## config.mk

```make
export PLATFORM = sky130hd
export DESIGN_NAME = log_page_writer
export DESIGN_NICKNAME = d
export VERILOG_FILES = /design/src/rtl/lpw_pkg.sv /design/src/rtl/lpw_page_buf.sv /design/src/rtl/lpw_meta_xfer.sv /design/src/rtl/log_page_writer.sv
export SDC_FILE = /design/constraint.sdc
export NUM_CORES = 2
export LEC_CHECK = 0
export BUFFER_PORTS_ARGS = -buffer_cell sky130_fd_sc_hd__buf_2
export CORE_MARGIN = 3
export CORE_UTILIZATION = 28
export DETAILED_ROUTE_END_ITERATION = 10
export GPL_TIMING_DRIVEN = 0
export PLACE_DENSITY = 0.44
export SLEW_MARGIN = 20
export SYNTH_ARGS = -nofsm -noshare
export SYNTH_HDL_FRONTEND = slang
export SYNTH_SLANG_ARGS = --single-unit
```

## constraint.sdc

```tcl
create_clock -name clk -period 3.2 [get_ports clk]
set_clock_uncertainty 0.15 [all_clocks]
set_input_delay 0.32 -clock clk [delete_from_list [all_inputs] [get_ports clk]]
set_output_delay 0.32 -clock clk [all_outputs]
set_load 0.05 [all_outputs]
```

## src/rtl/lpw_pkg.sv

```systemverilog
package lpw_pkg;

    typedef enum logic [2:0] {
        ST_IDLE,
        ST_LOAD,
        ST_COLLECT,
        ST_PROGRAM,
        ST_STORE
    } lpw_state_e;

    // Field order inside the reserved page; the memory image depends on it.
    localparam int FLD_FIRST  = 0;
    localparam int FLD_RESUME = 1;
    localparam int FLD_COUNT  = 2;
    localparam int NUM_FIELDS = 3;

endpackage

```

## src/rtl/lpw_page_buf.sv

```systemverilog
module lpw_page_buf #(
    parameter int PAGE_BYTES = 256,
    localparam int OFF_W     = $clog2(PAGE_BYTES)
) (
    input  logic             clk,
    input  logic             wr_en,
    input  logic [OFF_W-1:0] wr_addr,
    input  logic [7:0]       wr_data,
    input  logic [OFF_W-1:0] rd_addr,
    output logic [7:0]       rd_data
);

    logic [7:0] mem_q [PAGE_BYTES];

    always_ff @(posedge clk) begin
        if (wr_en) begin
            mem_q[wr_addr] <= wr_data;
        end
    end

    assign rd_data = mem_q[rd_addr];

endmodule

```

## src/rtl/lpw_meta_xfer.sv

```systemverilog
module lpw_meta_xfer #(
    parameter int FIELD_BYTES = 2,
    parameter int MA_W        = 8,
    localparam int NB         = lpw_pkg::NUM_FIELDS * FIELD_BYTES,
    localparam int IDX_W      = $clog2(NB),
    localparam int FLAT_W     = NB * 8
) (
    input  logic              clk,
    input  logic              rst_n,
    input  logic              start_rd,
    input  logic              start_wr,
    input  logic [FLAT_W-1:0] wr_flat,
    output logic [FLAT_W-1:0] rd_flat,
    output logic              done,
    output logic              md_req,
    output logic              md_we,
    output logic [MA_W-1:0]   md_addr,
    output logic [7:0]        md_wdata,
    input  logic [7:0]        md_rdata,
    input  logic              md_ack
);

    typedef struct packed {
        logic              busy;
        logic              we;
        logic [IDX_W-1:0]  idx;
        logic              done;
        logic [FLAT_W-1:0] rbytes;
    } xfer_s;

    xfer_s s_d, s_q;

    always_comb begin
        s_d      = s_q;
        s_d.done = 1'b0;
        if (!s_q.busy) begin
            if (start_rd || start_wr) begin
                s_d.busy = 1'b1;
                s_d.we   = start_wr;
                s_d.idx  = '0;
            end
        end else if (md_ack) begin
            if (!s_q.we) begin
                s_d.rbytes[s_q.idx*8 +: 8] = md_rdata;
            end
            if (s_q.idx == IDX_W'(NB - 1)) begin
                s_d.busy = 1'b0;
                s_d.done = 1'b1;
            end else begin
                s_d.idx = s_q.idx + 1'b1;
            end
        end
    end

    always_ff @(posedge clk or negedge rst_n) begin
        if (!rst_n) begin
            s_q <= '0;
        end else begin
            s_q <= s_d;
        end
    end

    assign md_req   = s_q.busy;
    assign md_we    = s_q.we;
    assign md_addr  = MA_W'(s_q.idx);
    assign md_wdata = wr_flat[s_q.idx*8 +: 8];
    assign rd_flat  = s_q.rbytes;
    assign done     = s_q.done;

endmodule

```

## src/rtl/log_page_writer.sv

```systemverilog
module log_page_writer #(
    parameter int NUM_PAGES   = 8,
    parameter int PAGE_BYTES  = 256,
    parameter int FIELD_BYTES = 2,
    localparam int OFF_W      = $clog2(PAGE_BYTES),
    localparam int PG_W       = $clog2(NUM_PAGES),
    localparam int ADDR_W     = PG_W + OFF_W,
    localparam int FW         = 8 * FIELD_BYTES,
    localparam int FLAT_W     = lpw_pkg::NUM_FIELDS * FW
) (
    input  logic              clk,
    input  logic              rst_n,
    input  logic              sess_start,
    input  logic              sess_end,
    input  logic              in_valid,
    input  logic [7:0]        in_data,
    output logic              in_ready,
    output logic              pw_req,
    output logic [ADDR_W-1:0] pw_addr,
    input  logic              pw_done,
    input  logic [OFF_W-1:0]  buf_raddr,
    output logic [7:0]        buf_rdata,
    output logic              md_req,
    output logic              md_we,
    output logic [OFF_W-1:0]  md_addr,
    output logic [7:0]        md_wdata,
    input  logic [7:0]        md_rdata,
    input  logic              md_ack,
    output logic              full,
    output logic [OFF_W-1:0]  drop_count
);
    import lpw_pkg::*;

    localparam logic [PG_W-1:0]  LAST_DATA = PG_W'(NUM_PAGES - 2);
    localparam logic [PG_W-1:0]  RESERVED  = PG_W'(NUM_PAGES - 1);
    localparam logic [OFF_W-1:0] PTR_LAST  = OFF_W'(PAGE_BYTES - 1);

    typedef struct packed {
        lpw_state_e       st;
        logic [PG_W-1:0]  cur_page;
        logic [PG_W-1:0]  first_page;
        logic [PG_W-1:0]  pages_done;
        logic [OFF_W-1:0] ptr;
        logic             end_pend;
        logic             full;
        logic [OFF_W-1:0] drop;
    } ctl_s;

    ctl_s c_d, c_q;

    logic              accept;
    logic              start_rd, start_wr, xfer_done;
    logic [FLAT_W-1:0] rd_flat, wr_flat;
    logic [FW-1:0]     resume_fld;
    logic [PG_W-1:0]   resume_page;
    logic [PG_W-1:0]   next_page;

    assign in_ready = (c_q.st == ST_COLLECT) && !c_q.full;
    assign accept   = in_valid && in_ready;

    // Loaded resume page: out-of-range values (erased memory included) restart at 0.
    assign resume_fld  = rd_flat[FLD_RESUME*FW +: FW];
    assign resume_page = (resume_fld >= FW'(NUM_PAGES - 1)) ? '0 : resume_fld[PG_W-1:0];

    assign next_page = (c_q.cur_page == RESERVED) ? '0 : c_q.cur_page;

    always_comb begin
        wr_flat = '0;
        wr_flat[FLD_FIRST*FW  +: FW] = FW'(c_q.first_page);
        wr_flat[FLD_RESUME*FW +: FW] = FW'(next_page);
        wr_flat[FLD_COUNT*FW  +: FW] = FW'(c_q.pages_done);
    end

    always_comb begin
        c_d      = c_q;
        start_rd = 1'b0;
        start_wr = 1'b0;
        unique case (c_q.st)
            ST_IDLE: begin
                if (sess_start) begin
                    c_d.st   = ST_LOAD;
                    start_rd = 1'b1;
                end
            end
            ST_LOAD: begin
                if (xfer_done) begin
                    c_d.st         = ST_COLLECT;
                    c_d.cur_page   = resume_page;
                    c_d.first_page = resume_page;
                    c_d.pages_done = '0;
                    c_d.ptr        = '0;
                    c_d.full       = 1'b0;
                    c_d.end_pend   = 1'b0;
                end
            end
            ST_COLLECT: begin
                if (accept) begin
                    if (c_q.ptr == PTR_LAST) begin
                        c_d.st       = ST_PROGRAM;
                        c_d.ptr      = '0;
                        c_d.end_pend = sess_end;
                    end else begin
                        c_d.ptr = c_q.ptr + 1'b1;
                        if (sess_end) begin
                            c_d.st   = ST_STORE;
                            c_d.drop = c_q.ptr + 1'b1;
                            start_wr = 1'b1;
                        end
                    end
                end else if (sess_end) begin
                    c_d.st   = ST_STORE;
                    c_d.drop = c_q.ptr;
                    start_wr = 1'b1;
                end
            end
            ST_PROGRAM: begin
                if (sess_end) begin
                    c_d.end_pend = 1'b1;
                end
                if (pw_done) begin
                    c_d.pages_done = c_q.pages_done + 1'b1;
                    c_d.cur_page   = c_q.cur_page + 1'b1;
                    if (c_q.cur_page == LAST_DATA) begin
                        c_d.full = 1'b1;
                    end
                    if (c_q.end_pend || sess_end) begin
                        c_d.st   = ST_STORE;
                        c_d.drop = '0;
                        start_wr = 1'b1;
                    end else begin
                        c_d.st = ST_COLLECT;
                    end
                end
            end
            ST_STORE: begin
                if (xfer_done) begin
                    c_d.st = ST_IDLE;
                end
            end
            default: c_d.st = ST_IDLE;
        endcase
    end

    always_ff @(posedge clk or negedge rst_n) begin
        if (!rst_n) begin
            c_q    <= '0;
            c_q.st <= ST_IDLE;
        end else begin
            c_q <= c_d;
        end
    end

    assign pw_req     = (c_q.st == ST_PROGRAM);
    assign pw_addr    = {c_q.cur_page, {OFF_W{1'b0}}};
    assign full       = c_q.full;
    assign drop_count = c_q.drop;

    lpw_page_buf #(
        .PAGE_BYTES (PAGE_BYTES)
    ) u_buf (
        .clk     (clk),
        .wr_en   (accept),
        .wr_addr (c_q.ptr),
        .wr_data (in_data),
        .rd_addr (buf_raddr),
        .rd_data (buf_rdata)
    );

    lpw_meta_xfer #(
        .FIELD_BYTES (FIELD_BYTES),
        .MA_W        (OFF_W)
    ) u_meta (
        .clk      (clk),
        .rst_n    (rst_n),
        .start_rd (start_rd),
        .start_wr (start_wr),
        .wr_flat  (wr_flat),
        .rd_flat  (rd_flat),
        .done     (xfer_done),
        .md_req   (md_req),
        .md_we    (md_we),
        .md_addr  (md_addr),
        .md_wdata (md_wdata),
        .md_rdata (md_rdata),
        .md_ack   (md_ack)
    );

endmodule

```

==> impl_metrics.yaml <==
run_status:
  status: "complete, but fails checks"
  violations: "setup timing"
clock_tree:
  worstSkewPairLatency_ps: 880
  cts.sinks: 2100
  cts_max_path_buffers: 3
  numCtsBuffers: 225
  htreeDepth: 4
  cts.clk_slew.worst_paths_ps: 60
  tritoncts: "built"
  cts_root_buffer: "clkbuf_16"
synth:
  synth_largest_area_cell: "edfxtp_1"
  synth-seq-cells: 2100
  synth.most_common_cell: "edfxtp_1"
  syn_inst: 4106
  synth_area_leaders: "edfxtp_1 (75%), mux4_2 (11%), mux2i_1 (2.3%)"
  ys.flop_type: "edfxtp_1"
  yosysTopAreaCellShare: 0.7473
  synth.distinct_cells: 71
  async_flop_share: 0.02476
  synth-edff-count: 2048
  seq_area_frac_synth: 0.7631
  syn-cell-area_um2: 82290
  synth_commonest_cells: "edfxtp_1 (2048), mux4_2 (409), nor2_1 (304), mux2i_1 (193), a22oi_1 (128)"
  syn_avg_cell_area_um2: 20.04
  yosys_warnings: 0
global_route:
  antenna_found_initial: 18
  grt_usage: 0.1839
  grt.overflow.total: 0
  grt_max_degree: 128
  grt_pass1_vias: 44060
  grt_pass1_wl_um: 380200
placement:
  io_buffers: 57
  post_dp_cell_area_um2: 88430
  place_hpwl_um: 187500
  place_ws_ps: -2322
  place_congestion: 0.8655
pwr:
  total_power_mw: 61.23
  leakage_nw: 31.06
  max-vdd-ir-drop_v: 0.0005971
  cellPowerDensity_nw_per_um2: 608.3
routing:
  totalWireLength_um: 281200
  ant_nets: 0
  drtIter0Drc: 5055
  wl_per_cell_um: 32.56
  drcViolationCount: 0
  dr.pass1.iters: 5
  vias: 43870
  routed_via_density: 5.080
layout:
  nFillCells: 27690
  final_util: 0.3449
  nets: 4586
  area_growth_pct: 22.30
  stdcell_area_um2: 100600
  drive_gt1_frac: 0.3340
worst_setup_path:
  end_kind: "primary output"
  critPathRequiredTime_ps: 2730
  critPathMaxFanout: 10
  crit_chain: "buf_2 -> buf_8 -> buf_6 -> buf_8 -> mux4_2 -> o211ai_1 -> nand4_1 -> nor4_4 -> nor4_4 -> buf_6"
  start_kind: "input pin"
  cpPeakStageDelay_ps: 630
  crit_path_top_delay_cell: "nor4_4"
  worstSetupPathType: "input pin to primary output"
  cp.arrival_ps: 3470
  regToRegSetupSlack_ps: 30
sta:
  fin_hold_ws_ps: 133.6
  report.final.slew_viol_count: 0
  timing.final.crit_share: 1.231
  timing.final.ws_setup_ps: -738.5
  finalHoldViolCount: 0
  max_freq_mhz: 253.9
  setup_viol: 8
  min_period_ps: 3938
  worst_slew_pin_slew_ps: 1263
  rsz0062_at_grt: "yes"
  max_slew_margin: 0.1578
floorplanning:
  rows: 198
  dieArea_um2: 300400
  fp.dieH_um: 548.1
  dieWidth_um: 548.1
  core_um2: 291800
  start_util: 0.2820
  ios: 79
worst_hold_path:
  hold_path_class: "input pin to flip-flop"
flow_run:
  maxCapViolCount: 0
==> kinds of logic after synthesis <==
| logic type | after synthesis | synth area share |
|---|---|---|
| compound gates | 502 | 0.04222 |
| simple gates | 572 | 0.03109 |
| mux | 617 | 0.1387 |
| flops | 2100 | 0.7631 |
| buf+inv | 291 | 0.02164 |
| other cells | 1 | 0.00004557 |
| fa+ha+maj | 15 | 0.002281 |
| xor+xnor | 8 | 0.0008515 |
==> per-stage QoR <==
stage | cells | TNS [ps]
after floorplan | 4123 | -33100
after global placement | 8080 | -6506240
after CTS | 8606 | -43020
after global routing | 8631 | -6309
final | 8636 | -4495
after detailed placement | 8108 | -1983900
==> sequential cells by signal, summed over array words and instances (netlist names), named ones only <==
signal,flops
u_meta.md_addr,3
pw_addr,3
u_meta.md_req,1
u_meta.done,1
u_buf.mem_q,2048
drop_count,8
full,1
c_q,18
u_meta.md_we,1
==> final cells by class <==
| class | count | area, µm² | share of cell area |
|---|---|---|---|
| sequential | 2100 | 62800 | 0.6240 |
| multi-input combinational | 1732 | 20870 | 0.2074 |
| clock buffer | 282 | 5866 | 0.05828 |
| tap | 3900 | 4880 | 0.04848 |
| timing repair buffer | 193 | 2421 | 0.02406 |
| buffer | 272 | 2396 | 0.02381 |
| clock inverter | 132 | 1325 | 0.01317 |
| inverter | 16 | 63.81 | 0.0006340 |
| antenna | 9 | 22.52 | 0.0002238 |
==> what timing repair did <==
| action | 4_1_cts | 5_1_grt |
|---|---|---|
| buffers inserted | 62 | 22 |
| pin swaps | 70 | 42 |
| endpoints found under the hold margin | 829 | 0 |
| resized for setup | 802 | 167 |
| hold buffers | 24 | 0 |
| setup endpoints to repair | 2049 | 1660 |
==> power breakdown <==
part	leakage [nW]	switching, mW	internal [mW]	total (mW)
clock network	3.48	11.1	14.5	25.6
registers	19.1	0.198	30.3	30.5
logic	8.48	3.44	1.61	5.06
total	31.1	14.7	46.5	61.2
==> path summary, 6_finish.rpt <==
path | start | to | cells after the start
max | buf_raddr[3] | buf_rdata[4] | 10
min | md_rdata[7] | flip-flop | 4
max reg2reg | c_q[16]$_DFFE_PN0P_ | u_buf.mem_q[124][2]$_DFFE_PP_ | 5
min reg2reg | c_q[21]$_DFFE_PN0P_ | c_q[21]$_DFFE_PN0P_ | 2
max in group asynchronous | rst_n | drop_count[2]$_DFFE_PN0P_ | 4
min in group asynchronous | rst_n | u_meta.md_addr[1]$_DFFE_PN0P_ | 4
==> critical path, delay by kind of cell <==
kind                   cells  cell delay [ps]
buffers and inverters      5             1300
AND/OR/NAND/NOR            3             1140
multiplexers               1              360
AO/OA/AOI/OAI              1              250
==> layer usage <==
metal  wire length, µm  part of all wire  track usage
met3             19430             0.069      0.03598
met2            133300              0.47       0.2978
met4             10490             0.037      0.05636
met1            117900              0.42       0.2499
met5                 0                 0            0
==> cell usage in the layout, fill, tap and decap left out, types with 18 or more instances in the layout <==
master,instances
nor2_4,207
clkinv_2,33
bufinv_16,19
buf_4,132
o221ai_1,35
buf_8,22
nand3_1,22
buf_12,55
edfxtp_1,2048
dlygate4sd3_1,23
clkinv_1,59
a21oi_1,79
clkbuf_16,229
o211ai_1,23
conb_1,18
o31ai_1,26
clkbuf_1,79
o21ai_0,31
clkbuf_4,26
buf_16,23
a22oi_1,125
mux4_2,409
nor2_2,65
nor2_1,32
clkbuf_2,30
buf_6,53
dfrtp_1,52
o22ai_1,40
mux2i_1,185
buf_2,62
nand2_1,92
No activity file was read; power rests on OpenSTA's default activity.
